## src/rtl/spi_wbm_pkg.sv

```systemverilog
// Shared definitions for the SPI master: frame width, register word indices
// and the packed layout of the control register (bit positions are software
// visible and must not move).
package spi_wbm_pkg;
    localparam int DATA_W = 8;
    localparam int DIV_W  = 2;

    typedef enum logic [2:0] {
        IDX_RXD  = 3'd0,
        IDX_TXD  = 3'd1,
        IDX_STAT = 3'd2,
        IDX_CTRL = 3'd3,
        IDX_MASK = 3'd4
    } reg_idx_e;

    // Control layout, MSB to LSB: rate code [4:3], idle level [2],
    // late-sample select [1], msb-first [0].
    typedef struct packed {
        logic [DIV_W-1:0] rate;
        logic             cpol;
        logic             cpha;
        logic             msb_first;
    } spi_cfg_t;

    localparam int CFG_W = $bits(spi_cfg_t);
endpackage

```

## src/rtl/spi_wbm_tick.sv

```systemverilog
// Half-period timer: while run is high, pulses tick once every rate+1 cycles.
// Assumes run rises in the same edge that begins a frame, so the first tick
// lands rate+1 cycles after the start.
module spi_wbm_tick #(
    parameter int DIV_W = 2
) (
    input  logic             clk,
    input  logic             rst_n,
    input  logic             run,
    input  logic [DIV_W-1:0] rate,
    output logic             tick
);
    logic [DIV_W-1:0] cnt_q;

    assign tick = run && (cnt_q == rate);

    // Count cycles inside the current half period.
    always_ff @(posedge clk) begin
        if (!rst_n) begin
            cnt_q <= '0;
        end else if (!run || tick) begin
            cnt_q <= '0;
        end else begin
            cnt_q <= cnt_q + 1'b1;
        end
    end
endmodule

```

## src/rtl/spi_wbm_shift.sv

```systemverilog
// Frame engine: shifts W bits out and in over 2*W serial clock edges.
// Assumes start is only honoured while idle; the configuration is latched
// at start and held for the whole frame.
module spi_wbm_shift
    import spi_wbm_pkg::*;
#(
    parameter int W = DATA_W
) (
    input  logic         clk,
    input  logic         rst_n,
    input  logic         start,
    input  logic [W-1:0] tx_byte,
    input  spi_cfg_t     cfg,
    input  logic         tick,
    input  logic         miso,
    output logic         busy,
    output logic         done,
    output logic [W-1:0] rx_byte,
    output logic         phase,
    output logic         mosi,
    output spi_cfg_t     cfg_lat
);
    localparam int EC_W = $clog2(2 * W);
    localparam logic [EC_W-1:0] LAST_EDGE = EC_W'(2 * W - 1);

    logic [W-1:0]    sh_q;
    logic [W-1:0]    rxs_q;
    logic [W-1:0]    rx_next;
    logic [EC_W-1:0] edge_q;
    logic            sample_now;

    function automatic logic [W-1:0] flip(input logic [W-1:0] v);
        logic [W-1:0] r;
        for (int i = 0; i < W; i++) r[i] = v[W-1-i];
        return r;
    endfunction

    // Sampling edge: leading (phase low) unless late sampling is selected.
    assign sample_now = busy && tick && (phase == cfg_lat.cpha);
    assign done       = busy && tick && (edge_q == LAST_EDGE);

    // Next captured word, including the bit sampled at this edge.
    always_comb begin
        rx_next = sample_now ? {rxs_q[W-2:0], miso} : rxs_q;
        rx_byte = cfg_lat.msb_first ? rx_next : flip(rx_next);
    end

    // Frame state: load on start, then shift or sample on each tick.
    always_ff @(posedge clk) begin
        if (!rst_n) begin
            busy    <= 1'b0;
            phase   <= 1'b0;
            edge_q  <= '0;
            sh_q    <= '0;
            rxs_q   <= '0;
            mosi    <= 1'b0;
            cfg_lat <= '0;
        end else if (start && !busy) begin
            busy    <= 1'b1;
            phase   <= 1'b0;
            edge_q  <= '0;
            cfg_lat <= cfg;
            sh_q    <= cfg.msb_first ? tx_byte : flip(tx_byte);
            mosi    <= cfg.msb_first ? tx_byte[W-1] : tx_byte[0];
        end else if (busy && tick) begin
            phase  <= ~phase;
            edge_q <= edge_q + 1'b1;
            rxs_q  <= rx_next;
            if (!sample_now) begin
                if (cfg_lat.cpha) begin
                    mosi <= sh_q[W-1];
                end else begin
                    mosi <= sh_q[W-2];
                end
                sh_q <= {sh_q[W-2:0], 1'b0};
            end
            if (edge_q == LAST_EDGE) begin
                busy <= 1'b0;
            end
        end
    end
endmodule

```

## src/rtl/spi_wbm_regs.sv

```systemverilog
// Register file and bus slave: decodes word accesses, holds control, mask,
// received byte and sticky flags, and returns read data one cycle after a
// request together with a one-cycle ack. Assumes the bus keeps the request
// stable until ack.
module spi_wbm_regs
    import spi_wbm_pkg::*;
#(
    parameter int ADR_W = 5,
    parameter int WB_W  = 32,
    parameter int W     = DATA_W
) (
    input  logic             clk,
    input  logic             rst_n,
    input  logic             cyc,
    input  logic             stb,
    input  logic             we,
    input  logic [ADR_W-1:0] adr,
    input  logic [WB_W-1:0]  wdat,
    output logic [WB_W-1:0]  rdat,
    output logic             ack,
    input  logic             busy,
    input  logic             done,
    input  logic [W-1:0]     rx_byte,
    output logic             start,
    output logic [W-1:0]     tx_byte,
    output spi_cfg_t         cfg,
    output logic             ss_en,
    output logic             rx_ready,
    output logic             tx_ovr,
    output logic             stat_wr
);
    localparam int IDX_W = ADR_W - 2;

    logic [IDX_W-1:0] idx;
    logic             acc;
    logic             wr_tx;
    logic             rd_rx;
    logic             rx_ovr;
    logic [W-1:0]     rx_q;
    logic [7:0]       stat_val;
    logic [WB_W-1:0]  rd_mux;

    assign idx     = adr[ADR_W-1:2];
    assign acc     = cyc && stb && !ack;
    assign wr_tx   = acc && we && (idx == IDX_W'(IDX_TXD));
    assign rd_rx   = acc && !we && (idx == IDX_W'(IDX_RXD));
    assign stat_wr = acc && we && (idx == IDX_W'(IDX_STAT));
    assign start   = wr_tx && !busy;
    assign tx_byte = wdat[W-1:0];

    assign stat_val = {tx_ovr | rx_ovr, rx_ready, ~busy, busy,
                       tx_ovr, rx_ovr, 2'b00};

    // Read data selection by word index.
    always_comb begin
        rd_mux = '0;
        case (idx)
            IDX_W'(IDX_RXD):  rd_mux[W-1:0]     = rx_q;
            IDX_W'(IDX_STAT): rd_mux[7:0]       = stat_val;
            IDX_W'(IDX_CTRL): rd_mux[CFG_W-1:0] = cfg;
            IDX_W'(IDX_MASK): rd_mux[0]         = ss_en;
            default:          rd_mux            = '0;
        endcase
    end

    // Bus handshake: one-cycle ack and registered read data.
    always_ff @(posedge clk) begin
        if (!rst_n) begin
            ack  <= 1'b0;
            rdat <= '0;
        end else begin
            ack  <= acc;
            rdat <= (acc && !we) ? rd_mux : '0;
        end
    end

    // Software-written configuration registers.
    always_ff @(posedge clk) begin
        if (!rst_n) begin
            cfg   <= '0;
            ss_en <= 1'b0;
        end else if (acc && we) begin
            if (idx == IDX_W'(IDX_CTRL)) cfg   <= spi_cfg_t'(wdat[CFG_W-1:0]);
            if (idx == IDX_W'(IDX_MASK)) ss_en <= wdat[0];
        end
    end

    // Received byte and ready flag: completion wins over a same-cycle read.
    always_ff @(posedge clk) begin
        if (!rst_n) begin
            rx_q     <= '0;
            rx_ready <= 1'b0;
        end else if (done) begin
            rx_q     <= rx_byte;
            rx_ready <= 1'b1;
        end else if (rd_rx) begin
            rx_ready <= 1'b0;
        end
    end

    // Sticky error flags: setting wins over a same-cycle clear.
    always_ff @(posedge clk) begin
        if (!rst_n) begin
            tx_ovr <= 1'b0;
            rx_ovr <= 1'b0;
        end else begin
            if (wr_tx && busy)                     tx_ovr <= 1'b1;
            else if (stat_wr)                      tx_ovr <= 1'b0;
            if (done && rx_ready && !rd_rx)        rx_ovr <= 1'b1;
            else if (stat_wr)                      rx_ovr <= 1'b0;
        end
    end
endmodule

```

## src/rtl/spi_wb_master.sv

```systemverilog
// Top level: byte-wide SPI master behind a Wishbone register port.
// Assumes a single synchronous bus clock; the serial clock is derived from
// it and all outputs are registered or simple functions of registers.
module spi_wb_master
    import spi_wbm_pkg::*;
#(
    parameter int ADR_W = 5
) (
    input  logic             clk,
    input  logic             rst_n,
    input  logic             wb_cyc_i,
    input  logic             wb_stb_i,
    input  logic             wb_we_i,
    input  logic [ADR_W-1:0] wb_adr_i,
    input  logic [31:0]      wb_dat_i,
    output logic [31:0]      wb_dat_o,
    output logic             wb_ack_o,
    output logic             sclk_o,
    output logic             mosi_o,
    input  logic             miso_i,
    output logic             ss_n_o,
    output logic             irq_o
);
    logic              busy;
    logic              done;
    logic              tick;
    logic              start;
    logic              phase;
    logic              ss_en;
    logic              rx_ready;
    logic              tx_ovr;
    logic              stat_wr;
    logic              cpol_live;
    logic [DATA_W-1:0] tx_byte;
    logic [DATA_W-1:0] rx_byte;
    spi_cfg_t          cfg;
    spi_cfg_t          cfg_lat;

    spi_wbm_regs #(.ADR_W(ADR_W), .WB_W(32), .W(DATA_W)) u_regs (
        .clk      (clk),
        .rst_n    (rst_n),
        .cyc      (wb_cyc_i),
        .stb      (wb_stb_i),
        .we       (wb_we_i),
        .adr      (wb_adr_i),
        .wdat     (wb_dat_i),
        .rdat     (wb_dat_o),
        .ack      (wb_ack_o),
        .busy     (busy),
        .done     (done),
        .rx_byte  (rx_byte),
        .start    (start),
        .tx_byte  (tx_byte),
        .cfg      (cfg),
        .ss_en    (ss_en),
        .rx_ready (rx_ready),
        .tx_ovr   (tx_ovr),
        .stat_wr  (stat_wr)
    );

    spi_wbm_tick #(.DIV_W(DIV_W)) u_tick (
        .clk   (clk),
        .rst_n (rst_n),
        .run   (busy),
        .rate  (cfg_lat.rate),
        .tick  (tick)
    );

    spi_wbm_shift #(.W(DATA_W)) u_shift (
        .clk     (clk),
        .rst_n   (rst_n),
        .start   (start),
        .tx_byte (tx_byte),
        .cfg     (cfg),
        .tick    (tick),
        .miso    (miso_i),
        .busy    (busy),
        .done    (done),
        .rx_byte (rx_byte),
        .phase   (phase),
        .mosi    (mosi_o),
        .cfg_lat (cfg_lat)
    );

    assign cpol_live = cfg.cpol;
    assign sclk_o    = (busy ? cfg_lat.cpol : cfg.cpol) ^ phase;
    assign ss_n_o    = ~ss_en;
    assign irq_o     = rx_ready;
endmodule

```

## config.mk

```make
export PLATFORM = sky130hd
export DESIGN_NAME = spi_wb_master
export DESIGN_NICKNAME = d
export VERILOG_FILES = /design/src/rtl/spi_wbm_pkg.sv /design/src/rtl/spi_wbm_tick.sv /design/src/rtl/spi_wbm_shift.sv /design/src/rtl/spi_wbm_regs.sv /design/src/rtl/spi_wb_master.sv
export SDC_FILE = /design/constraint.sdc
export NUM_CORES = 1
export LEC_CHECK = 0
export ABC_AREA = 1
export BUFFER_PORTS_ARGS = -buffer_cell sky130_fd_sc_hd__buf_2
export CORE_MARGIN = 4
export CORE_UTILIZATION = 56
export CTS_CLUSTER_SIZE = 12
export DETAILED_ROUTE_END_ITERATION = 6
export PLACE_DENSITY = 0.85
export SYNTH_ARGS = -nofsm -noshare
export SYNTH_HDL_FRONTEND = slang
export SYNTH_SLANG_ARGS = --single-unit
```

## constraint.sdc

```tcl
create_clock -name clk -period 3.4 [get_ports clk]
set_input_delay 0 -clock clk [delete_from_list [all_inputs] [get_ports clk]]
set_output_delay 0 -clock clk [all_outputs]
set_load 0.02 [all_outputs]
```

==> results.toml <==
[floorplanning]
die_area_um2 = 6310
coreArea_um2 = 4820
placementRows = 25
ios = 80
start_util = 0.593
die_w_um = 79.4
die_h_um = 79.4

[logic_synthesis]
synth_ff_type = "dfxtp_1"
synth_top_family_by_area = "simple AND/OR/NAND/NOR gates"
ys_seq_elements = 56
synth-edff-count = 0
ys_warn_count = 0
postSynth.asyncResetShare = 0
netlist_instances = 405
synth_mux_area_frac = 0.00350
syn_area_per_cell_um2 = 7.06
synth_cell_type_count = 36
synth_xor_area_frac = 0.00919
yosysTopAreaCellShare = 0.392
synth_area_um2 = 2860
yosysTopAreaCell = "dfxtp_1"
synth_simple_gate_area_share = 0.302
synthAdderAreaFrac = 0.00438
synth_compound_area_frac = 0.112
ys_seq_area_frac = 0.392
synth_area_leaders = "dfxtp_1 39%, nand2_1 12%, inv_1 7.7%"

[clock_tree]
post_cts_resized = 0
clock-sinks = 56
cts_tree = "built"
cts_hold_buf = 4
clk_latency_ns = 0.31
clk_pin_slew_ns = 0.10
ctsLongestPathBuffers = 2
cts_buffers = 5
htreeDepth = 2
root_buffer = "clkbuf_8"
cts_setup_buffers = 0

[routing]
dr.first_iter.drc_count = 153
route.antenna.remaining_nets = 0
drc_errors = 0
wl_per_cell_um = 12.0
drt_pass1_iterations = 4
wl_um = 6010
num_vias = 2506
vias_per_cell = 4.99

[setup_path]
cp.arrival_ns = 1.94
criticalPathCategory = "flop to output pin"
worstPathMaxFanout = 15
startpoint_type = "flop"
cp-end-kind = "output pin"
worstPathRequired_ns = 3.40

[outcome]
status = "complete, no violations"

[layout]
nNetsFinal = 478
utilization = 0.637
diodes = 0
area_growth_syn_to_layout_pct = 7.31
layout-drive-gt1-share = 0.131
fin_cells = 502
n_fill_cell = 479

[timing]
max_slew_margin = 0.475
rsz0062_at_grt = "false"
finalSetupTns_ns = 0
hold_viol = 0
fin_crit_sh = 0.570
drv_slew = 0
skew_ns = 0.00959
worst_slew_pin_slew_ns = 0.786
post-route-min-period_ns = 1.94
max_freq_mhz = 516
setup_viol = 0

[placement]
dp.cells = 490
place_congestion = 0.884
portBuffers = 29
dp_hpwl_um = 4390

[grt]
grt_start_max_net_pins = 25
grt.total_usage = 0.203
grt_pass1_vias = 2372
grt_pass1_wl_um = 10200
overflow = 0
antenna_found_initial = 0

[min_path]
hp-class = "primary input to flop"

[power]
power_density_nw_per_um2 = 370
vdd_drop_max_uv = 315
p_leak_uw = 0.00140
total_power_uw = 1130

[job]
drv_cap = 0
report_power, final:
group / switching, µW / internal, µW / leakage, µW / total [µW]
Sequential: 3.87 / 660 / 0.000451 / 664
Clock: 213 / 166 / 0.0000445 / 379
Combinational: 68.0 / 23.5 / 0.000905 / 91.5
Total: 285 / 850 / 0.00140 / 1130
path summary, 6_finish.rpt:
path / slack, ns / endpoint / depth (start not counted) / startpoint
setup / recovery: 1.46 / sclk_o / 4 / u_shift.busy
hold / removal: 0.01 / u_regs.rdat[3] / 4 / wb_adr_i[2]
setup reg to reg: 1.51 / u_regs.rx_q[4] / 10 / u_tick.cnt_q[0]
hold reg to reg: 0.48 / u_regs.ss_en / 2 / u_regs.ss_en
registers in the layout, indices dropped and copies added (netlist names), 2 cells and up:
| name | cells |
|---|---|
| u_shift.edge_q | 4 |
| u_regs.cfg | 5 |
| u_shift.rxs_q | 8 |
| u_regs.rx_q | 8 |
| u_tick.cnt_q | 2 |
| u_regs.rdat | 8 |
| u_shift.cfg_lat | 5 |
| u_shift.sh_q | 8 |
final cells by class:
cell class                      instances  area [µm²]  area share
Multi-Input combinational cell        269        1320       0.430
Sequential cell                        56        1120       0.366
Inverter                               68         255      0.0832
Timing Repair Buffer                   34         193      0.0628
Clock buffer                            7        86.3      0.0282
Tap cell                               67        83.8      0.0273
Clock inverter                          1        7.51     0.00245
stage by stage:
| step | setup slack [ns] | hold slack [ns] | cell area, µm² |
|---|---|---|---|
| 2_1_floorplan | 2.05 | 0.144 | 2940 |
| 3_3_place_gp | 1.63 | 0.299 | 2930 |
| 3_5_place_dp | 1.56 | 0.301 | 2930 |
| 4_1_cts | 1.50 | 0.00456 | 3070 |
| 6_report | 1.46 | 0.0144 | 3070 |
| 5_1_grt | 1.33 | 0.0165 | 3070 |
worst max-delay path, stage by stage, from the launching register on:
cell and delay [ns]:
dfxtp_1 0.85, inv_2 0.15, o21ai_0 0.27, xor2_1 0.18, buf_2 0.19
per-layer routing:
metal	up-vias	routed length, µm	global-route usage
li1	1297	-	-
met1	1151	2600	0.237
met2	54	3070	0.366
met3	4	280	0.0451
met4	0	62	0.0619
met5	-	0	0
cells in the final DEF, fill, tap and decap left out, drive strengths merged:
cell	netlist	routed
ha	1	1
mux2i	1	1
conb	1	24
xor2	2	2
o211ai	4	4
nor3	2	2
o221ai	1	1
xnor2	1	1
buf	32	30
o22ai	3	3
dlygate4sd3	0	4
clkinvlp	0	1
o21ai	24	24
nand3b	1	1
or2	2	2
nand4	9	9
nor2	27	27
clkinv	2	2
nand2	97	97
dfxtp	56	56
inv	66	66
clkbuf	3	7
a31oi	5	5
a21oi	19	19
nor3b	1	1
o21a	2	2
nand3	43	43
cells in the mapped netlist, types with 3 or more instances:
master,number
nand2_1,93
inv_1,59
dfxtp_1,56
nand3_1,41
buf_4,26
nor2_1,23
o21ai_0,22
a21oi_1,19
nand4_1,9
inv_2,7
a31oi_1,5
nor2_4,4
o211ai_1,4
buf_2,3
clkbuf_1,3
nand2_2,3
o22ai_1,3
cell families (layout without fill, tap and decap cells):
group,after synthesis,count (layout)
AND/OR/NAND/NOR,182,182
buffers and inverters,103,110
AO/OA/AOI/OAI,58,58
flip-flops,56,56
XOR/XNOR,3,3
adder cells (fa/ha/maj),1,1
other,1,24
multiplexers,1,1
(Power assumes the default switching activity.)
